`config.mk`:
```
export PLATFORM = sky130hd
export DESIGN_NAME = dual_chan_regport
export DESIGN_NICKNAME = d
export VERILOG_FILES = /design/src/rtl/dcrp_pkg.sv /design/src/rtl/dcrp_decode.sv /design/src/rtl/dcrp_chan_regs.sv /design/src/rtl/dcrp_rate_div.sv /design/src/rtl/dual_chan_regport.sv
export SDC_FILE = /design/constraint.sdc
export NUM_CORES = 1
export LEC_CHECK = 0
export BUFFER_PORTS_ARGS = -buffer_cell sky130_fd_sc_hd__buf_2
export CAP_MARGIN = 20
export CELL_PAD_IN_SITES_DETAIL_PLACEMENT = 1
export CELL_PAD_IN_SITES_GLOBAL_PLACEMENT = 2
export CORE_MARGIN = 10
export CORE_UTILIZATION = 40
export DETAILED_ROUTE_END_ITERATION = 7
export HOLD_SLACK_MARGIN = 0.15
export PLACE_DENSITY = 0.85
export SETUP_SLACK_MARGIN = 0.3
export SLEW_MARGIN = 20
export SYNTH_ARGS = -nofsm -noshare
export SYNTH_HDL_FRONTEND = slang
export SYNTH_HIERARCHICAL = 1
export SYNTH_SLANG_ARGS = --single-unit
```
`constraint.sdc`:
```
create_clock -name clk -period 4.8 [get_ports clk]
set_input_delay 0.96 -clock clk [delete_from_list [all_inputs] [get_ports clk]]
set_output_delay 0.96 -clock clk [all_outputs]
set_load 0.005 [all_outputs]
```
`src/rtl/dcrp_pkg.sv`:
```
package dcrp_pkg;

   typedef logic [7:0] byte_t;

   typedef struct packed {
      logic       par_en;
      logic       par_even;
      logic       stop2;
      logic [3:0] nbits;
   } line_fmt_t;

   localparam byte_t    RD0_RST    = 8'h44;
   localparam byte_t    RD1_RST    = 8'h07;
   localparam byte_t    WR4_RST    = 8'h04;
   localparam logic [2:0] CMD_POINT_HI = 3'b001;
   localparam logic [3:0] IDX_FMT    = 4'd4;
   localparam logic [3:0] IDX_CHAR   = 4'd5;
   localparam logic [3:0] IDX_RESET  = 4'd9;
   localparam logic [3:0] IDX_TC_LO  = 4'd12;
   localparam logic [3:0] IDX_TC_HI  = 4'd13;

   function automatic int unsigned mult_shift(input logic [1:0] mode);
      case (mode)
         2'b00:   return 0;
         2'b01:   return 4;
         2'b10:   return 5;
         default: return 6;
      endcase
   endfunction

endpackage

```
`src/rtl/dcrp_decode.sv`:
```
module dcrp_decode #(
   parameter int ADDR_SHIFT = 0
) (
   input  logic [ADDR_SHIFT+1:0] addr,
   input  logic                  wr_en,
   input  logic                  rd_en,
   output logic [1:0]            ctrl_wr,
   output logic [1:0]            ctrl_rd,
   output logic [1:0]            data_wr,
   output logic [1:0]            data_rd,
   output logic                  sel_ch,
   output logic                  sel_data
);
   logic [1:0] ch_hot;

   assign sel_data = addr[ADDR_SHIFT];
   assign sel_ch   = addr[ADDR_SHIFT+1];
   assign ch_hot   = sel_ch ? 2'b10 : 2'b01;

   always_comb begin
      ctrl_wr = (wr_en && !sel_data) ? ch_hot : 2'b00;
      ctrl_rd = (rd_en && !sel_data) ? ch_hot : 2'b00;
      data_wr = (wr_en &&  sel_data) ? ch_hot : 2'b00;
      data_rd = (rd_en &&  sel_data) ? ch_hot : 2'b00;
   end
endmodule

```
`src/rtl/dcrp_chan_regs.sv`:
```
module dcrp_chan_regs
   import dcrp_pkg::*;
(
   input  logic        clk,
   input  logic        rst_n,
   input  logic        soft_rst,
   input  logic        ctrl_wr,
   input  logic        ctrl_rd,
   input  byte_t       wdata,
   output byte_t       rdata,
   output logic [1:0]  rst_req,
   output logic        cfg_chg,
   output logic [15:0] tc,
   output logic [1:0]  clk_mode,
   output line_fmt_t   fmt
);
   logic [3:0] ptr_q;
   logic [1:0] mode_q, stop_q, par_q;
   logic [1:0] char_q;
   byte_t      tc_lo_q, tc_hi_q;
   logic       chg_q;
   logic       at_base, reg_wr;

   assign at_base = (ptr_q == 4'd0);
   assign reg_wr  = ctrl_wr && !at_base;
   assign rst_req = (reg_wr && ptr_q == IDX_RESET) ? wdata[7:6] : 2'b00;

   always_ff @(posedge clk or negedge rst_n) begin
      if (!rst_n) begin
         ptr_q   <= '0;
         mode_q  <= WR4_RST[7:6];
         stop_q  <= WR4_RST[3:2];
         par_q   <= WR4_RST[1:0];
         char_q  <= '0;
         tc_lo_q <= '0;
         tc_hi_q <= '0;
         chg_q   <= 1'b1;
      end else if (soft_rst) begin
         ptr_q   <= '0;
         mode_q  <= WR4_RST[7:6];
         stop_q  <= WR4_RST[3:2];
         par_q   <= WR4_RST[1:0];
         char_q  <= '0;
         tc_lo_q <= '0;
         tc_hi_q <= '0;
         chg_q   <= 1'b1;
      end else begin
         chg_q <= 1'b0;
         if (ctrl_wr) begin
            if (at_base) begin
               ptr_q <= {wdata[5:3] == CMD_POINT_HI, wdata[2:0]};
            end else begin
               ptr_q <= '0;
               case (ptr_q)
                  IDX_FMT: begin
                     mode_q <= wdata[7:6];
                     stop_q <= wdata[3:2];
                     par_q  <= wdata[1:0];
                     chg_q  <= 1'b1;
                  end
                  IDX_CHAR:  char_q <= wdata[6:5];
                  IDX_TC_LO: begin
                     tc_lo_q <= wdata;
                     chg_q   <= 1'b1;
                  end
                  IDX_TC_HI: begin
                     tc_hi_q <= wdata;
                     chg_q   <= 1'b1;
                  end
                  default: ;
               endcase
            end
         end else if (ctrl_rd) begin
            ptr_q <= '0;
         end
      end
   end

   always_comb begin
      case (ptr_q)
         4'd0:      rdata = RD0_RST;
         4'd1:      rdata = RD1_RST;
         IDX_TC_LO: rdata = tc_lo_q;
         IDX_TC_HI: rdata = tc_hi_q;
         default:   rdata = 8'h00;
      endcase
   end

   always_comb begin
      fmt.par_en   = par_q[0];
      fmt.par_even = par_q[1];
      fmt.stop2    = &stop_q;
      case (char_q)
         2'b00:   fmt.nbits = 4'd5;
         2'b01:   fmt.nbits = 4'd7;
         2'b10:   fmt.nbits = 4'd6;
         default: fmt.nbits = 4'd8;
      endcase
   end

   assign tc       = {tc_hi_q, tc_lo_q};
   assign clk_mode = mode_q;
   assign cfg_chg  = chg_q;

   p_ptr_hi_r2: assert property (@(posedge clk) disable iff (!rst_n)
      (ctrl_wr && at_base && !soft_rst && wdata[5:3] == 3'b001) |=> ptr_q[3]);
   p_ptr_lo_r2: assert property (@(posedge clk) disable iff (!rst_n)
      (ctrl_wr && at_base && wdata[5:3] != 3'b001) |=> !ptr_q[3]);
   p_ptr_clr_wr_r3: assert property (@(posedge clk) disable iff (!rst_n)
      (ctrl_wr && !at_base) |=> ptr_q == 4'd0);
   p_ptr_clr_rd_r4: assert property (@(posedge clk) disable iff (!rst_n)
      (ctrl_rd && !ctrl_wr) |=> ptr_q == 4'd0);
   p_mirror_lo_r7: assert property (@(posedge clk) disable iff (!rst_n)
      (reg_wr && ptr_q == IDX_TC_LO && !soft_rst) |=> tc[7:0] == $past(wdata));
endmodule

```
`src/rtl/dcrp_rate_div.sv`:
```
module dcrp_rate_div
   import dcrp_pkg::*;
#(
   parameter int unsigned IN_CLK_HZ  = 4915200,
   parameter int          RATE_W     = 32,
   parameter bit          SERIAL_DIV = 1'b1
) (
   input  logic              clk,
   input  logic              rst_n,
   input  logic              start,
   input  logic [15:0]       tc,
   input  logic [1:0]        clk_mode,
   output logic [RATE_W-1:0] rate,
   output logic              valid
);
   localparam int          CNT_W    = $clog2(RATE_W + 1);
   localparam logic [RATE_W-1:0] DIVIDEND = RATE_W'(IN_CLK_HZ / 2);

   initial begin
      assert (RATE_W >= 2 && RATE_W <= 32 && (IN_CLK_HZ / 2) < (64'd1 << RATE_W))
         else $error("rate width too small for the channel clock");
   end

   generate
      if (SERIAL_DIV) begin : g_seq
         logic              busy_q;
         logic [CNT_W-1:0]  cnt_q;
         logic [RATE_W-1:0] quo_q;
         logic [16:0]       rem_q;
         logic [16:0]       dvs_q;
         logic [1:0]        mode_q;
         logic [17:0]       rem_sh, diff;

         assign rem_sh = {rem_q, quo_q[RATE_W-1]};
         assign diff   = rem_sh - {1'b0, dvs_q};

         always_ff @(posedge clk or negedge rst_n) begin
            if (!rst_n) begin
               busy_q <= 1'b0;
               cnt_q  <= '0;
               quo_q  <= '0;
               rem_q  <= '0;
               dvs_q  <= '0;
               mode_q <= '0;
               rate   <= '0;
               valid  <= 1'b0;
            end else begin
               valid <= 1'b0;
               if (start) begin
                  busy_q <= 1'b1;
                  cnt_q  <= CNT_W'(RATE_W);
                  quo_q  <= DIVIDEND;
                  rem_q  <= '0;
                  dvs_q  <= {1'b0, tc} + 17'd2;
                  mode_q <= clk_mode;
               end else if (busy_q) begin
                  if (cnt_q != '0) begin
                     cnt_q <= cnt_q - 1'b1;
                     if (!diff[17]) begin
                        rem_q <= diff[16:0];
                        quo_q <= {quo_q[RATE_W-2:0], 1'b1};
                     end else begin
                        rem_q <= rem_sh[16:0];
                        quo_q <= {quo_q[RATE_W-2:0], 1'b0};
                     end
                  end else begin
                     busy_q <= 1'b0;
                     valid  <= 1'b1;
                     rate   <= quo_q >> mult_shift(mode_q);
                  end
               end
            end
         end

         p_one_pulse_r8: assert property (@(posedge clk) disable iff (!rst_n)
            valid |=> !valid);
         p_restart_r8: assert property (@(posedge clk) disable iff (!rst_n)
            start |=> !valid && busy_q);
      end else begin : g_comb
         logic [RATE_W-1:0] dvs;
         assign dvs = RATE_W'({1'b0, tc} + 17'd2);

         always_ff @(posedge clk or negedge rst_n) begin
            if (!rst_n) begin
               rate  <= '0;
               valid <= 1'b0;
            end else begin
               valid <= start;
               if (start) rate <= (DIVIDEND / dvs) >> mult_shift(clk_mode);
            end
         end
      end
   endgenerate
endmodule

```
`src/rtl/dual_chan_regport.sv`:
```
module dual_chan_regport
   import dcrp_pkg::*;
#(
   parameter int          ADDR_SHIFT = 0,
   parameter int unsigned IN_CLK_HZ  = 4915200,
   parameter int          RATE_W     = 32,
   parameter bit          SERIAL_DIV = 1'b1
) (
   input  logic                   clk,
   input  logic                   rst_n,
   input  logic [ADDR_SHIFT+1:0]  addr,
   input  logic                   wr_en,
   input  logic                   rd_en,
   input  logic [7:0]             wdata,
   output logic [7:0]             rdata,
   output logic [1:0]             data_wr_stb,
   output logic [1:0]             data_rd_stb,
   output logic [1:0]             parity_en,
   output logic [1:0]             parity_even,
   output logic [1:0]             two_stop,
   output logic [1:0][3:0]        data_bits,
   output logic [1:0][RATE_W-1:0] rate,
   output logic [1:0]             rate_valid
);
   localparam int N_CH = 2;

   initial begin
      assert (ADDR_SHIFT >= 0 && ADDR_SHIFT <= 8) else $error("ADDR_SHIFT out of range");
   end

   logic [1:0] ctrl_wr, ctrl_rd, data_wr, data_rd;
   logic       sel_ch, sel_data;
   byte_t      ch_rdata [N_CH];
   logic [1:0] ch_req   [N_CH];
   logic [1:0] soft_rst;

   dcrp_decode #(.ADDR_SHIFT(ADDR_SHIFT)) u_dec (
      .addr(addr), .wr_en(wr_en), .rd_en(rd_en),
      .ctrl_wr(ctrl_wr), .ctrl_rd(ctrl_rd),
      .data_wr(data_wr), .data_rd(data_rd),
      .sel_ch(sel_ch), .sel_data(sel_data)
   );

   assign soft_rst = ch_req[0] | ch_req[1];

   generate
      for (genvar c = 0; c < N_CH; c++) begin : g_ch
         logic [15:0] tc;
         logic [1:0]  mode;
         logic        chg;
         line_fmt_t   fmt;

         dcrp_chan_regs u_regs (
            .clk(clk), .rst_n(rst_n), .soft_rst(soft_rst[c]),
            .ctrl_wr(ctrl_wr[c]), .ctrl_rd(ctrl_rd[c]), .wdata(wdata),
            .rdata(ch_rdata[c]), .rst_req(ch_req[c]), .cfg_chg(chg),
            .tc(tc), .clk_mode(mode), .fmt(fmt)
         );

         dcrp_rate_div #(
            .IN_CLK_HZ(IN_CLK_HZ), .RATE_W(RATE_W), .SERIAL_DIV(SERIAL_DIV)
         ) u_div (
            .clk(clk), .rst_n(rst_n), .start(chg), .tc(tc), .clk_mode(mode),
            .rate(rate[c]), .valid(rate_valid[c])
         );

         assign parity_en[c]   = fmt.par_en;
         assign parity_even[c] = fmt.par_even;
         assign two_stop[c]    = fmt.stop2;
         assign data_bits[c]   = fmt.nbits;

         p_softrst_dflt_r6: assert property (@(posedge clk) disable iff (!rst_n)
            soft_rst[c] |=> !parity_en[c] && !two_stop[c] && data_bits[c] == 4'd5);
      end
   endgenerate

   assign rdata = sel_data ? 8'h00 : ch_rdata[sel_ch];

   always_ff @(posedge clk or negedge rst_n) begin
      if (!rst_n) begin
         data_wr_stb <= '0;
         data_rd_stb <= '0;
      end else begin
         data_wr_stb <= data_wr;
         data_rd_stb <= data_rd;
      end
   end

   p_wstb_r10: assert property (@(posedge clk) disable iff (!rst_n)
      (wr_en && addr[ADDR_SHIFT]) |=> data_wr_stb != 2'b00);
   p_onehot_r10: assert property (@(posedge clk) disable iff (!rst_n)
      $onehot0(data_wr_stb) && $onehot0(data_rd_stb));
endmodule

```
## Word-level counts from Yosys, hierarchy flattened

Cells that the tools add are included.

- Equal/unequal tests: 23
- Bitwise logic cells: 6
- $add $sub $neg: 6
- Reduce and logical (&&, ||, !) cells: 51
- $lt $le $gt $ge: 1
- Multiplexer cells: 121
- Shift operators: 2

Operators with widths:

| operator | count |
|---|---|
| 2-to-1 mux 32 bit | 12 |
| 2-to-1 mux 8 bit | 20 |
| 2-to-1 mux 17 bit | 8 |
| 2-to-1 mux 2 bit | 39 |
| one-hot mux 8 bit (4 select lines) | 2 |
| right shift 32 x 32 -> 32 bit | 2 |
| 2-to-1 mux 6 bit | 6 |
| subtractor 18 x 17 -> 18 bit | 2 |
| adder 16 x 2 -> 17 bit, second input constant | 2 |
| 2-to-1 mux 4 bit | 8 |
| AND reduction 3 bit | 10 |
| nonzero test 2 bit | 14 |
| == test 4 bit, second input constant | 6 |
| one-hot mux 4 bit (3 select lines) | 2 |
| 2-to-1 mux 1 bit | 22 |
| one-hot mux 3 bit (3 select lines) | 2 |
| == test 4 x 3 -> 1 bit, second input constant | 4 |
| nonzero test 6 bit | 2 |
| subtractor 6 x 1 -> 6 bit, second input constant | 2 |
| == test 2 x 1 -> 1 bit, second input constant | 4 |
| == test 2 bit, second input constant | 4 |
| == test 4 x 1 -> 1 bit, second input constant | 2 |
| logical AND 1 bit | 8 |
| zero test 2 bit | 4 |
| 11 further kinds | 23 |

- Word-level logic and storage cells: 244
- Input port bits: 14
- Flip-flop bits (word level): 278
- Output and inout bits: 92

## Logic depth before layout (Yosys ltp)

- Word-level depth: 9
- Gate-level depth with buffers: 11
- Mapped depth without buffers: 10

## By module

Netlist, hierarchy kept.

Modules (own cells, without submodules):

| module | area an instance (µm²) | sequential area each (µm²) | instances | cells each |
|---|---|---|---|---|
| dcrp_rate_div (g_ch[0].u_div) | 6158.4 | 2702.6 | 1 | 588 |
| dcrp_rate_div (g_ch[1].u_div) | 6118.4 | 2702.6 | 1 | 592 |
| dcrp_chan_regs | 1520.2 | 728.2 | 2 | 153 |
| dual_chan_regport | 237.7 | 100.1 | 1 | 24 |
| dcrp_decode | 77.6 | 0.0 | 1 | 10 |

## Worst setup path after synthesis

OpenSTA, ideal clock, no wires.

- Path type: input port to flip-flop
- Start: in addr[1]
- End: reg g_ch[0].u_regs.mode_q[1]
- Data arrival time: 2530 ps
- Path slack: 2191 ps
- Data required time: 4721 ps
- Stages: 9
- Buffers on the path: 2
- Setup time: 79 ps
- Cell sequence: and3b_1 buf_4 and4b_1 and2_1 or2_2 clkinv_1 clkbuf_1 nand2_1 mux2i_1

RTL lines:

| element | line | text |
|---|---|---|
| from (decl) | dual_chan_regport.sv:11 | `input logic [ADDR_SHIFT+1:0] addr,` |
| to (signal assigned) | dcrp_chan_regs.sv:31 | `mode_q <= WR4_RST[7:6];` |
| to (signal assigned) | dcrp_chan_regs.sv:40 | `mode_q <= WR4_RST[7:6];` |
| to (signal assigned) | dcrp_chan_regs.sv:56 | `mode_q <= wdata[7:6];` |
| to (decl) | dcrp_chan_regs.sv:18 | `logic [1:0] mode_q, stop_q, par_q;` |

==> impl_metrics.csv <==
group,metric,value,unit
outcome,outcome,"finished clean",
sta,finalHoldViolCount,0,
power,pwr-share-comb,34.5,%
cells_and_area,fin_nets,1651,
floorplanning,fp.dieH,218,microns
cells_and_area,mostFrequentLayoutCell,"dfrtp_1",
yosys,ys.flop_type,"dfrtp_1",
clock_tree,insertion_delay,0.55,ns
power,sw_frac_of_total,36.4,%
floorplanning,ios,106,
yosys,synth_area_per_cell,10.3,sq um
power,max-vdd-ir-drop,0.194,mV
run,drv_cap,0,
floorplanning,die_area,47400,sq um
clock_tree,htree_levels,2,
sta,fin_worst_skew,0.0182,ns
global_route,antenna_found_initial,0,
detailed_routing,ant_nets,0,
global_route,grt_pass1_wl,66800,microns
clock_tree,path_clk_slew,0.05,ns
placement,gp_congestion,0.831,
yosys,synth_compound_area_share,10.1,%
sta,rsz0062_at_grt,"no",
clock_tree,cts_root_buffer,"clkbuf_16",
sta,period_share,69.3,%
yosys,synth_xor_area_share,3.47,%
power,leakage,0.00819,uW
detailed_routing,vias,11546,
yosys,synth_mux_area_share,18.0,%
power,switching_power,3240,uW
global_route,grt_overflow,0,
sta,setup_viol,0,
placement,placed_area,16600,sq um
yosys,netlist_area,15600,sq um
sta,worstMarginPinSlew,1.02,ns
yosys,ys_seq_elements,278,
floorplanning,die-width,218,microns
clock_tree,clock-sinks,278,
cells_and_area,fin_area,17700,sq um
worst_setup_path,critPathLaunchType,"flop",
sta,finalCriticalPeriod,3.32,ns
yosys,synth_fa_ha_area_share,3.94,%
detailed_routing,drt_iter0_markers,623,
clock_tree,clock_path_buffers,3,
placement,dp_slack,1.12,ns
detailed_routing,vias_per_cell,5.41,
sta,maxSlewHeadroom,32.0,%
yosys,ys_warn_count,6,
cells_and_area,drive_gt1_share,20.1,%
yosys,synth_nets,1582,
worst_hold_path,min_path_type,"in -> async",
sta,slew_violations,0,
sta,setup_tns,0,ns
cells_and_area,syn_to_final_growth,13.1,%
global_route,grt_pass1_vias,12222,
worst_setup_path,arrival,2.36,ns
placement,post-dp-hpwl,28300,microns
cells_and_area,seqCellArea,6960,sq um
yosys,synthSimpleGateAreaFrac,16.0,%
worst_setup_path,worst_ep_required_time,3.84,ns
clock_tree,ctsHoldBuffers,0,
global_route,grt_max_degree,94,
sta,setup_ws,1.48,ns
power,clockPowerShare,29.1,%
yosys,synth_top_family_by_area,"multiplexers",
cells_and_area,fin_util,45.8,%
placement,portBuffers,105,
yosys,synth_edf_count,0,
global_route,grt.total_usage,17.2,%
worst_setup_path,crit_path_max_fanout,10,
cells_and_area,fillers,4340,
floorplanning,rows,72,
detailed_routing,wl,40200,microns
yosys,async_flop_share,100,%
yosys,synth.distinct_cells,77,
worst_setup_path,worstSetupEndpointType,"output port",
worst_setup_path,crit_type,"reg -> out",
detailed_routing,drcViolationCount,0,
floorplanning,initial_utilization,40.4,%
clock_tree,cts_made_buffers,34,
yosys,synthCells,1520,
power,power.internal,5670,uW
sta,fmax,0.301,GHz
detailed_routing,first_pass_iters,4,
cells_and_area,multi_input_area,8070,sq um
clock_tree,cts_tree,"yes",
detailed_routing,wl_per_cell,18.8,microns
clock_tree,cts_setup_buffers,0,
cells_and_area,final_cell_mix,"dfrtp_1, nand2_1, buf_2",
sta,holdWs,0.392,ns
floorplanning,core,38600,sq um
power,seqPwrFrac,36.4,%
power,p_per_area,504,nW/um^2
yosys,yosysSeqAreaShare,44.5,%
clock_tree,cts_resized,0,
## power groups by stage
| stage | logic (uW) | registers [uW] | clock network [uW] |
|---|---|---|---|
| floorplan | 2510 | 3070 | 0 |
| global route | 3490 | 3330 | 2780 |
| detailed placement | 3100 | 3290 | 0 |
| finish | 3080 | 3240 | 2590 |
| global placement | 3010 | 3260 | 0 |
| CTS | 3130 | 3250 | 2670 |
## sequential cells by signal (all words and copies together) (netlist names), 8 cells and up
name	cells
g_ch.u_regs/tc_lo_q	16
g_ch.u_div/rate	64
g_ch.u_div/g_seq.rem_q	34
g_ch.u_div/g_seq.quo_q	64
g_ch.u_regs/ptr_q	8
g_ch.u_div/g_seq.cnt_q	12
g_ch.u_div/g_seq.dvs_q	34
g_ch.u_regs/tc_hi_q	16
## cells in the mapped netlist (14+ instances only)
| master | count | share of area (%) |
|---|---|---|
| dfrtp_1 | 274 | 44 |
| nand2_1 | 227 | 5.5 |
| o21ai_0 | 98 | 3.1 |
| mux2i_1 | 96 | 6.1 |
| nor2_1 | 86 | 2.1 |
| a21oi_1 | 64 | 2.0 |
| nand2b_1 | 61 | 2.4 |
| mux2_2 | 60 | 4.3 |
| inv_1 | 57 | 1.4 |
| clkbuf_1 | 53 | 1.3 |
| mux4_2 | 52 | 7.5 |
| ha_1 | 46 | 3.7 |
| xnor2_1 | 34 | 1.9 |
| nand3_1 | 28 | 0.90 |
| xor2_1 | 28 | 1.6 |
| o21ai_1 | 26 | 0.83 |
| and3_1 | 15 | 0.60 |
| buf_2 | 14 | 0.45 |
| nor3_1 | 14 | 0.45 |
## path summary, 6_finish.rpt
kind	slack [ns]	start	endpoint	depth (start not counted)
max in group asynchronous	3.25	rst_n	g_ch[0].u_regs/clk_mode[0]	2
worst min-delay path	0.39	rst_n	g_ch[0].u_div/rate[7]	1
worst max register to register	1.67	g_ch[1].u_div/g_seq.quo_q[31]	g_ch[1].u_div/g_seq.rem_q[8]	10
min in group clk	0.49	g_ch[1].u_div/rate[31]	g_ch[1].u_div/rate[31]	2
worst max-delay path	1.48	g_ch[0].u_regs/ptr_q[3]	rdata[0]	6
worst min register to register	0.49	g_ch[1].u_div/rate[31]	g_ch[1].u_div/rate[31]	2
## stage by stage
step	std cells	total power, uW
4_1_cts	2132	9050
3_5_place_dp	2071	6390
3_3_place_gp	2071	6280
6_report	2133	8910
5_1_grt	2132	9600
2_1_floorplan	1520	5570
## logic make-up (layout without fill, tap and decap cells)
group	count (synthesis)	after routing
other	0	1
buffers and inverters	146	240
adders and majority gates	48	48
DFF	278	278
AOI/OAI and AO/OA	262	262
xor gates and xnor gates	62	62
and+or+nand+nor	515	515
muxes	209	209
## worst max-delay path, stage by stage (launching register included)
cell and delay [ns]:
dfrtp_1 0.55, nand2_1 0.21, or4b_1 0.53, o21ai_0 0.13, mux2i_1 0.17, nor2_1 0.12, buf_2 0.12
## routing by layer
metal	GRT usage [%]	part of all wire (%)	wire length (microns)
met5	0	0	0
met4	6.11	2.4	947
met3	3.18	4.6	1830
met2	26.8	45	18300
met1	23.4	48	19100
## cell type report
class,instances,area share [%]
multi-input combinational,1096,45.6
sequential,278,39.4
clock buffer,48,5.39
timing repair buffer,120,3.74
tap,518,3.66
inverter,59,1.25
clock inverter,13,0.941
antenna,1,0.0142
(Power assumes the default switching activity.)
